==> src/rtl/fb_cmd_seq.sv <==
module fb_cmd_seq #(
  parameter int H_PIX     = 640,
  parameter int V_PIX     = 480,
  parameter int PIX_BYTES = 2,
  parameter int WORD_BYTES = 4,
  parameter int RD_BURST  = 16,
  parameter int WR_BURST  = 32,
  parameter int ADDR_W    = 30,
  parameter int LVL_W     = 8,
  parameter int BUF1_BASE = 32'h0010_0000
) (
  input  logic              clk,
  input  logic              rst_n,
  input  logic              buf_sel,
  input  logic [LVL_W-1:0]  src0_level,
  input  logic [LVL_W-1:0]  src1_level,
  input  logic [LVL_W-1:0]  rd_space,
  input  logic              cmd_ready,
  output logic              cmd_valid,
  output logic [1:0]        cmd_port,
  output logic [$clog2((RD_BURST > WR_BURST ? RD_BURST : WR_BURST) + 1)-1:0] cmd_len,
  output logic [ADDR_W-1:0] cmd_addr
);
  localparam int FRAME_BYTES = H_PIX * V_PIX * PIX_BYTES;
  localparam int RD_BYTES    = RD_BURST * WORD_BYTES;
  localparam int WR_BYTES    = WR_BURST * WORD_BYTES;
  localparam int RD_LAST     = FRAME_BYTES / RD_BYTES - 1;
  localparam int WR_LAST     = FRAME_BYTES / WR_BYTES - 1;
  localparam int RD_IW       = $clog2(RD_LAST + 1);
  localparam int WR_IW       = $clog2(WR_LAST + 1);
  localparam int LEN_W       = $clog2((RD_BURST > WR_BURST ? RD_BURST : WR_BURST) + 1);
  localparam logic [1:0] P_W0 = 2'd0, P_W1 = 2'd1, P_RD = 2'd2;

  logic [WR_IW-1:0] w0_idx, w1_idx;
  logic [RD_IW-1:0] rd_idx;
  logic             rd_buf;
  logic [1:0]       last;
  logic [2:0]       req;
  logic [1:0]       pick;
  logic             hit, go, use_buf;
  logic [ADDR_W-1:0] nxt_addr;

  assign req[0] = src0_level >= LVL_W'(WR_BURST);
  assign req[1] = src1_level >= LVL_W'(WR_BURST);
  assign req[2] = rd_space   >= LVL_W'(RD_BURST);

  always_comb begin
    pick = last;
    hit  = 1'b0;
    for (int k = 1; k <= 3; k++) begin
      int c;
      c = (int'(last) + k) % 3;
      if (!hit && req[c]) begin
        hit  = 1'b1;
        pick = 2'(c);
      end
    end
  end

  assign go      = hit && cmd_ready && !cmd_valid;
  assign use_buf = (rd_idx == '0) ? buf_sel : rd_buf;

  always_comb begin
    case (pick)
      P_W0:    nxt_addr = ADDR_W'(w0_idx) * ADDR_W'(WR_BYTES);
      P_W1:    nxt_addr = ADDR_W'(BUF1_BASE) + ADDR_W'(w1_idx) * ADDR_W'(WR_BYTES);
      default: nxt_addr = (use_buf ? ADDR_W'(BUF1_BASE) : '0) + ADDR_W'(rd_idx) * ADDR_W'(RD_BYTES);
    endcase
  end

  always_ff @(posedge clk) begin
    if (!rst_n) begin
      cmd_valid <= 1'b0;
      cmd_port  <= P_W0;
      cmd_len   <= '0;
      cmd_addr  <= '0;
      w0_idx    <= '0;
      w1_idx    <= '0;
      rd_idx    <= '0;
      rd_buf    <= 1'b0;
      last      <= P_RD;
    end else begin
      cmd_valid <= go;
      if (go) begin
        cmd_port <= pick;
        cmd_addr <= nxt_addr;
        cmd_len  <= (pick == P_RD) ? LEN_W'(RD_BURST) : LEN_W'(WR_BURST);
        last     <= pick;
        case (pick)
          P_W0: w0_idx <= (w0_idx == WR_IW'(WR_LAST)) ? '0 : w0_idx + 1'b1;
          P_W1: w1_idx <= (w1_idx == WR_IW'(WR_LAST)) ? '0 : w1_idx + 1'b1;
          default: begin
            rd_buf <= use_buf;
            rd_idx <= (rd_idx == RD_IW'(RD_LAST)) ? '0 : rd_idx + 1'b1;
          end
        endcase
      end
    end
  end

  AST_READY_GATE: assert property (@(posedge clk) disable iff (!rst_n)
    cmd_valid |-> $past(cmd_ready));
  AST_STROBE_GAP: assert property (@(posedge clk) disable iff (!rst_n)
    cmd_valid |=> !cmd_valid);
  AST_SRC0_QUAL: assert property (@(posedge clk) disable iff (!rst_n)
    (cmd_valid && cmd_port == P_W0) |-> ($past(src0_level) >= LVL_W'(WR_BURST)));
  AST_SRC1_QUAL: assert property (@(posedge clk) disable iff (!rst_n)
    (cmd_valid && cmd_port == P_W1) |-> ($past(src1_level) >= LVL_W'(WR_BURST)));
  AST_RD_QUAL: assert property (@(posedge clk) disable iff (!rst_n)
    (cmd_valid && cmd_port == P_RD) |-> ($past(rd_space) >= LVL_W'(RD_BURST)));
  AST_RD_IDX_RANGE: assert property (@(posedge clk) disable iff (!rst_n)
    rd_idx <= RD_IW'(RD_LAST));
  AST_WR_IDX_RANGE: assert property (@(posedge clk) disable iff (!rst_n)
    (w0_idx <= WR_IW'(WR_LAST)) && (w1_idx <= WR_IW'(WR_LAST)));
  AST_FRAME_BUF_HOLD: assert property (@(posedge clk) disable iff (!rst_n)
    (rd_idx != '0 && $past(rd_idx) != '0) |-> $stable(rd_buf));
endmodule

==> config.mk <==
export PLATFORM = sky130hd
export DESIGN_NAME = fb_cmd_seq
export DESIGN_NICKNAME = d
export VERILOG_FILES = /design/src/rtl/fb_cmd_seq.sv
export SDC_FILE = /design/constraint.sdc
export NUM_CORES = 1
export LEC_CHECK = 0
export BUFFER_PORTS_ARGS = -buffer_cell sky130_fd_sc_hd__buf_2
export CAP_MARGIN = 10
export CORE_MARGIN = 1
export CORE_UTILIZATION = 60
export CTS_BUF_LIST = sky130_fd_sc_hd__clkbuf_2
export CTS_CLUSTER_DIAMETER = 50
export DETAILED_ROUTE_END_ITERATION = 7
export GPL_TIMING_DRIVEN = 0
export PLACE_DENSITY_LB_ADDON = 0.2
export SYNTH_ARGS = -nofsm -noshare
export SYNTH_HDL_FRONTEND = slang
export SYNTH_SLANG_ARGS = --single-unit
export TNS_END_PERCENT = 50
==> constraint.sdc <==
create_clock -name clk -period 7.1 [get_ports clk]
set_clock_uncertainty 0.2 [all_clocks]
set_input_delay 1.42 -clock clk [delete_from_list [all_inputs] [get_ports clk]]
set_output_delay 1.42 -clock clk [all_outputs]
set_load 0.03 [all_outputs]
After elaboration in Yosys (flattened, before gate mapping)
Index checks and enable logic that the tools add are counted.
W data, S select, Z words.
{ "totals": {"ram_bits": 0, "n_memories": 0, "romBits": 0, "reg_bits": 82, "latchBits": 0, "inputBits": 28, "output_inout_bits": 39, "elab_cells": 67} }
{ "classes": {"mux": 22, "n_eq_ne": 5, "add_sub_neg": 8, "n_bitwise": 1, "reduce_logical": 13, "div": 3, "magnitude_cmp": 6, "multipliers": 0, "shift": 0} }
{ "op_table": {"columns": ["cell", "count"], "rows": [
  ["$lt A32 B4 Y1 const B", 3],
  ["$mod A32 B3 Y32 const B", 3],
  ["$pmux W22 S2", 1],
  ["$add A13 B1 Y13 const B", 2],
  ["$eq A13 B13 Y1 const B", 2],
  ["$mux W13", 2],
  ["$add A21 B20 Y22", 1],
  ["$add A21 B20 Y22 const A", 1],
  ["$mux W21", 1],
  ["$ge A8 B6 Y1 const B", 2],
  ["$add A14 B1 Y14 const B", 1],
  ["$eq A14 B14 Y1 const B", 1],
  ["$logic_not A14 Y1", 1],
  ["$mux W14", 1],
  ["$mux W1", 10],
  ["$ge A8 B5 Y1 const B", 1],
  ["$add A2 B2 Y3 const B", 2],
  ["$bmux W1 S2", 3],
  ["$mux W2", 3],
  ["$mux W6", 1],
  ["$reduce_and A2 Y1", 3],
  ["$logic_and A1 B1 Y1", 4],
  ["$add A2 B1 Y3 const B", 1],
  ["$logic_not A1 Y1", 3],
  ["5 further kinds", 5]
]} }

Depth between registers and ports, before layout
{ "depth": {"ltp_word": 16, "ltp_mapped": 11, "ltp_nobuf": 8} }

Worst setup path before layout
Ideal clock, no wire load.
{ "synth_path": {"path_kind": "input -> register", "start": "in src0_level[5]", "end": "reg w1_idx[11]", "setup_time_ns": 0.069, "arrival_ns": 3.454, "path_stages": 6, "n_path_buf": 0, "t_required_ns": 6.831, "path_slack_ns": 3.378, "path_cell_list": "or4b_1 -> a211o_1 -> a211oi_4 -> o2111ai_4 -> or4_4 -> a21oi_2"} }
{ "synth_via": {"elab_chain_cells": 14, "elab_cells_between_ends": 24, "classes_between": "order compare (1); eq/ne (1); mux (15); reduce/logical (7)"} }
{ "synth_lines": {"columns": ["element", "line", "text"], "rows": [
  ["start, declared", "15", "input logic [LVL_W-1:0] src0_level,"],
  ["$ge A8 B6 Y1 *", "43", "assign req[0] = src0_level >= LVL_W'(WR_BURST);"],
  ["$bmux W1 S2", "53", "if (!hit && req[c]) begin"],
  ["$mux W1 (not written as such) (2 in a row)", "53", null],
  ["$mux W1", "53", null],
  ["$logic_not A1 Y1", "53", null],
  ["$logic_and A1 B1 Y1", "53", null],
  ["$mux W1", "53", null],
  ["$logic_not A1 Y1", "53", null],
  ["$logic_and A1 B1 Y1", "53", null],
  ["$mux W1", "53", null],
  ["$logic_and A1 B1 Y1 (2 in a row)", "60", "assign go = hit && cmd_ready && !cmd_valid;"],
  ["$reduce_and A2 Y1 (no line) *", null, null],
  ["end signal, assigned", "91", "P_W1: w1_idx <= (w1_idx == WR_IW'(WR_LAST)) ? '0 : w1_idx + 1'b1;"],
  ["end, declared", "34", "logic [WR_IW-1:0] w0_idx, w1_idx;"]
]} }
Mark *: on every way between the ends. The rest lies on a longest branch, timed or not. The select of a mux whose other input is x is not followed.
A chain may end at the register's enable or synchronous reset.

Worst setup path in the final report
{ "layout_path": {"start": "in src0_level[5]", "end": "reg rd_idx[7]"} }
{ "layout_via": {"elab_chain_cells": 15, "elab_cells_between_ends": 27, "classes_between": "order compare (1); eq/ne (1); mux (15); bitwise (1); reduce/logical (9)"} }
{ "layout_lines": {"columns": ["element", "line", "text"], "rows": [
  ["$ge A8 B6 Y1 *", "43", null],
  ["$bmux W1 S2", "53", null],
  ["$mux W1 (not written as such) (2 in a row)", "53", null],
  ["$mux W1", "53", null],
  ["$logic_not A1 Y1", "53", null],
  ["$logic_and A1 B1 Y1", "53", null],
  ["$mux W1", "53", null],
  ["$logic_not A1 Y1", "53", null],
  ["$logic_and A1 B1 Y1", "53", null],
  ["$mux W2", "53", null],
  ["$eq A2 B1 Y1 or $logic_not A2 Y1 (tied branches)", "89", "case (pick)"],
  ["$reduce_or A2 Y1 (no line)", null, null],
  ["$not A1 Y1 (no line)", null, null],
  ["$reduce_and A2 Y1 (no line) *", null, null],
  ["end signal, assigned", "94", "rd_idx <= (rd_idx == RD_IW'(RD_LAST)) ? '0 : rd_idx + 1'b1;"],
  ["end, declared", "35", "logic [RD_IW-1:0] rd_idx;"]
]} }
Marked as above.

==> summary.md <==
| Metric | Value |
|---|---|
| Flop2flop setup slack | `3640 ps` |
| Rel. slew slack | `0.348` |
| Total GRT Usage | `0.317` |
| Clock transition at path regs | `190 ps` |
| Largest net degree at the start of global routing | `12` |
| Global-route wire length before repair | `15.3 mm` |
| CTS tree | `yes` |
| Synth-to-Final Area Change | `12.8%` |
| EDFF count, synth | `0` |
| Seq/Total Area, Yosys | `0.351` |
| Post-synth ARST share | `0` |
| FP Rows | `27` |
| Root Buffer | `clkbuf_2` |
| RSZ-0062 raised after global routing | `false` |
| Crit path max fanout | `10` |
| Initial antenna violation count | `0` |
| Clk_lat worst skew | `between 500 and 600 ps` |
| Crit share post-route | `0.526` |
| WHS Endpoint | `cmd_addr[6]` |
| Syn Area/Cell | `around 9 um^2` |
| Share of cells above drive strength 1 | `0.197` |
| Antenna-violating nets left | `0` |
| Hold slack | `269 ps` |
| Setup crit start kind | `input port` |
| Final net count | `498` |
| Post-Layout Cell Count | `540` |
| Post-cts resize count | `0` |
| Detail Placement HPWL | `between 6 and 7 mm` |
| Setup CP Type | `in -> reg` |
| Final Routed Wirelength | `9.17 mm` |
| Max cap viols | `0` |
| Hold Path Depth | `2` |
| Residual DRC | `0` |
| Worst vdd ir | `roughly 130 uV` |
| Cell taking the most area after synthesis | `dfxtp_1` |
| Tightest Hold Check Type | `reg -> reg` |
| Die W | `78.8 um` |
| I/O pin total | `between 60 and 70` |
| DRT iter0 DRCs | `around 340` |
| Critical path capture point type | `flip-flop` |
| Routability cong. | `approximately 0.83` |
| Hold_buf cts | `0` |
| Post-CTS setup buffers | `0` |
| Setup TNS | `0 ps` |
| Starting Density | `0.631` |
| Worst path required time | `7290 ps` |
| Post-synth cell types | `71` |
| Vias in the first global route | `3149` |
| Num Clock Sinks | `62` |
| Max frequency | `between 200 and 300 MHz` |
| GRT Residual Overflow | `0` |
| Worst Max-Slew Pin Slew | `968 ps` |
| Cells after Synth | `402` |
| Most common cell after layout, fill and taps aside | `dfxtp_1` |
| Max clock buf depth | `2` |
| Dpl cell area | `3860 um^2` |
| Die span in y | `about 79 um` |
| # H-tree levels | `3` |
| Mapped Area | `about 3500 um^2` |
| Max-slew violations | `0` |
| DIE AREA | `approximately 6200 um^2` |
| Num CTS Buffers | `9` |
| P_leak | `1.49 nW` |
| Port Buffer Count | `32` |
| Pwr/cell area | `~190 nW/um^2` |
| Final min period | `3730 ps` |
| Final Hold Viols | `0` |
| Via count | `between 3000 and 4000` |
| Worst Reg-to-Reg Cells | `10` |
| Detailed Routing Iterations Pass 1 | `7` |
| Ys flop type | `dfxtp_1` |
| Fill cells | `461` |
| Wirelength per Cell | `about 17 um` |
| FF-to-FF Start | `cmd_port[0]` |
| Final instance area | `around 4000 um^2` |
| Inst Count DP | `approximately 520` |
| Synth area leaders | `dfxtp_1, a21oi_1, buf_4` |
| Syn. warnings | `0` |
| Data arrival, critical path | `approximately 4000 ps` |
| Most frequent cells in the layout | `dfxtp_1, buf_2, a21oi_1, nand2_1, nor2_1` |
| Post-synth top area share | `0.351` |
| HP Start | `cmd_addr[6]` |
| Status | `finished clean` |
| Core area | `roughly 5600 um^2` |
| Post-synthesis register bit count | `between 60 and 70` |
| Reg2Reg Capture Point | `w0_idx[11]` |
| Final setup fails | `0` |
| ANT cells | `0` |
| Vias per std cell | `around 6.3` |
cell type report:
class,count,area (um^2),area share
multi-input cells,307,2060,0.517
flip-flops and latches,62,1240,0.311
plain buffers,35,240,0.0602
repair buffers,32,160,0.0401
well taps,72,90.1,0.0226
clock inverters,6,85.1,0.0213
inverters,16,60.1,0.0150
clock buffers,10,50.0,0.0125
cells in the mapped netlist (2+ instances only):
master,count
or3_1,7
a32o_1,2
nor2_1,25
o221ai_1,9
dfxtp_1,62
and2_1,2
buf_4,20
o2111ai_1,3
o32ai_1,2
or4_4,2
a41o_1,2
and4_1,4
xor2_1,4
a22oi_1,7
or4_1,9
a2111oi_0,4
o211ai_1,3
inv_1,15
xnor2_1,10
buf_2,3
nor4_1,6
ha_1,7
nor4b_1,2
nand3_1,23
clkbuf_1,9
nand4_1,6
o31ai_1,12
a21oi_1,33
nor3_1,4
nand2_1,30
o21ai_1,2
a211oi_1,6
o41ai_2,2
a21o_1,2
o21ai_0,12
mux2i_1,11
clkbuf_8,3
and3_1,4
routing by layer:
metal,up-vias,global-route usage,share of wire
met5,-,0,0
met4,0,0.137,0.026
met3,31,0.0989,0.081
met2,154,0.500,0.48
met1,1573,0.396,0.41
li1,1630,-,-
flip-flops by register name (all words and copies together), names as in the netlist:
signal     flops
w0_idx        13
rd_idx        14
cmd_valid      1
cmd_port       2
rd_buf         1
w1_idx        13
cmd_len        2
cmd_addr      15
last           1
report_power, final:
group	internal, mW	switching [mW]
clock network	0.117	0.135
logic	0.0470	0.0925
registers	0.355	0.00679
worst max-delay path, cell delays in order:
cell       delay [ps]
buf_2             120
nor3_1            450
o2111ai_2         250
a21boi_1          270
o21ai_1           290
o41ai_2           990
nor2_1            130
how the worst max path moves through the flow:
stage,from,to,depth (start not counted)
global placement,src1_level[7],rd_idx[7],7
global route,src0_level[5],rd_idx[11],7
finish,src0_level[5],rd_idx[7],7
CTS,rd_space[7],rd_idx[7],7
detailed placement,rd_space[7],rd_idx[7],7
floorplan,src0_level[5],w1_idx[11],6
metrics by stage:
step	setup WS, ps	total power, mW	util
2_1_floorplan	3380	0.474	-
5_1_grt	3160	0.788	0.712
6_report	3370	0.755	0.712
4_1_cts	3410	0.753	0.712
3_3_place_gp	2900	0.503	0.688
3_5_place_dp	2860	0.506	0.688
cells by family (layout without fill, tap and decap cells):
kind of cell | after synthesis | count (layout) | synth area share
and+or+nand+nor | 138 | 138 | 0.217
AOI/OAI and AO/OA | 117 | 117 | 0.252
DFF | 62 | 62 | 0.351
buffers and inverters | 51 | 99 | 0.0849
xor gates and xnor gates | 14 | 14 | 0.0347
muxes | 12 | 12 | 0.0343
adders and majority gates | 7 | 7 | 0.0248
other | 1 | 19 | 0.00106
Note: power is estimated with default switching activity, not from simulation.
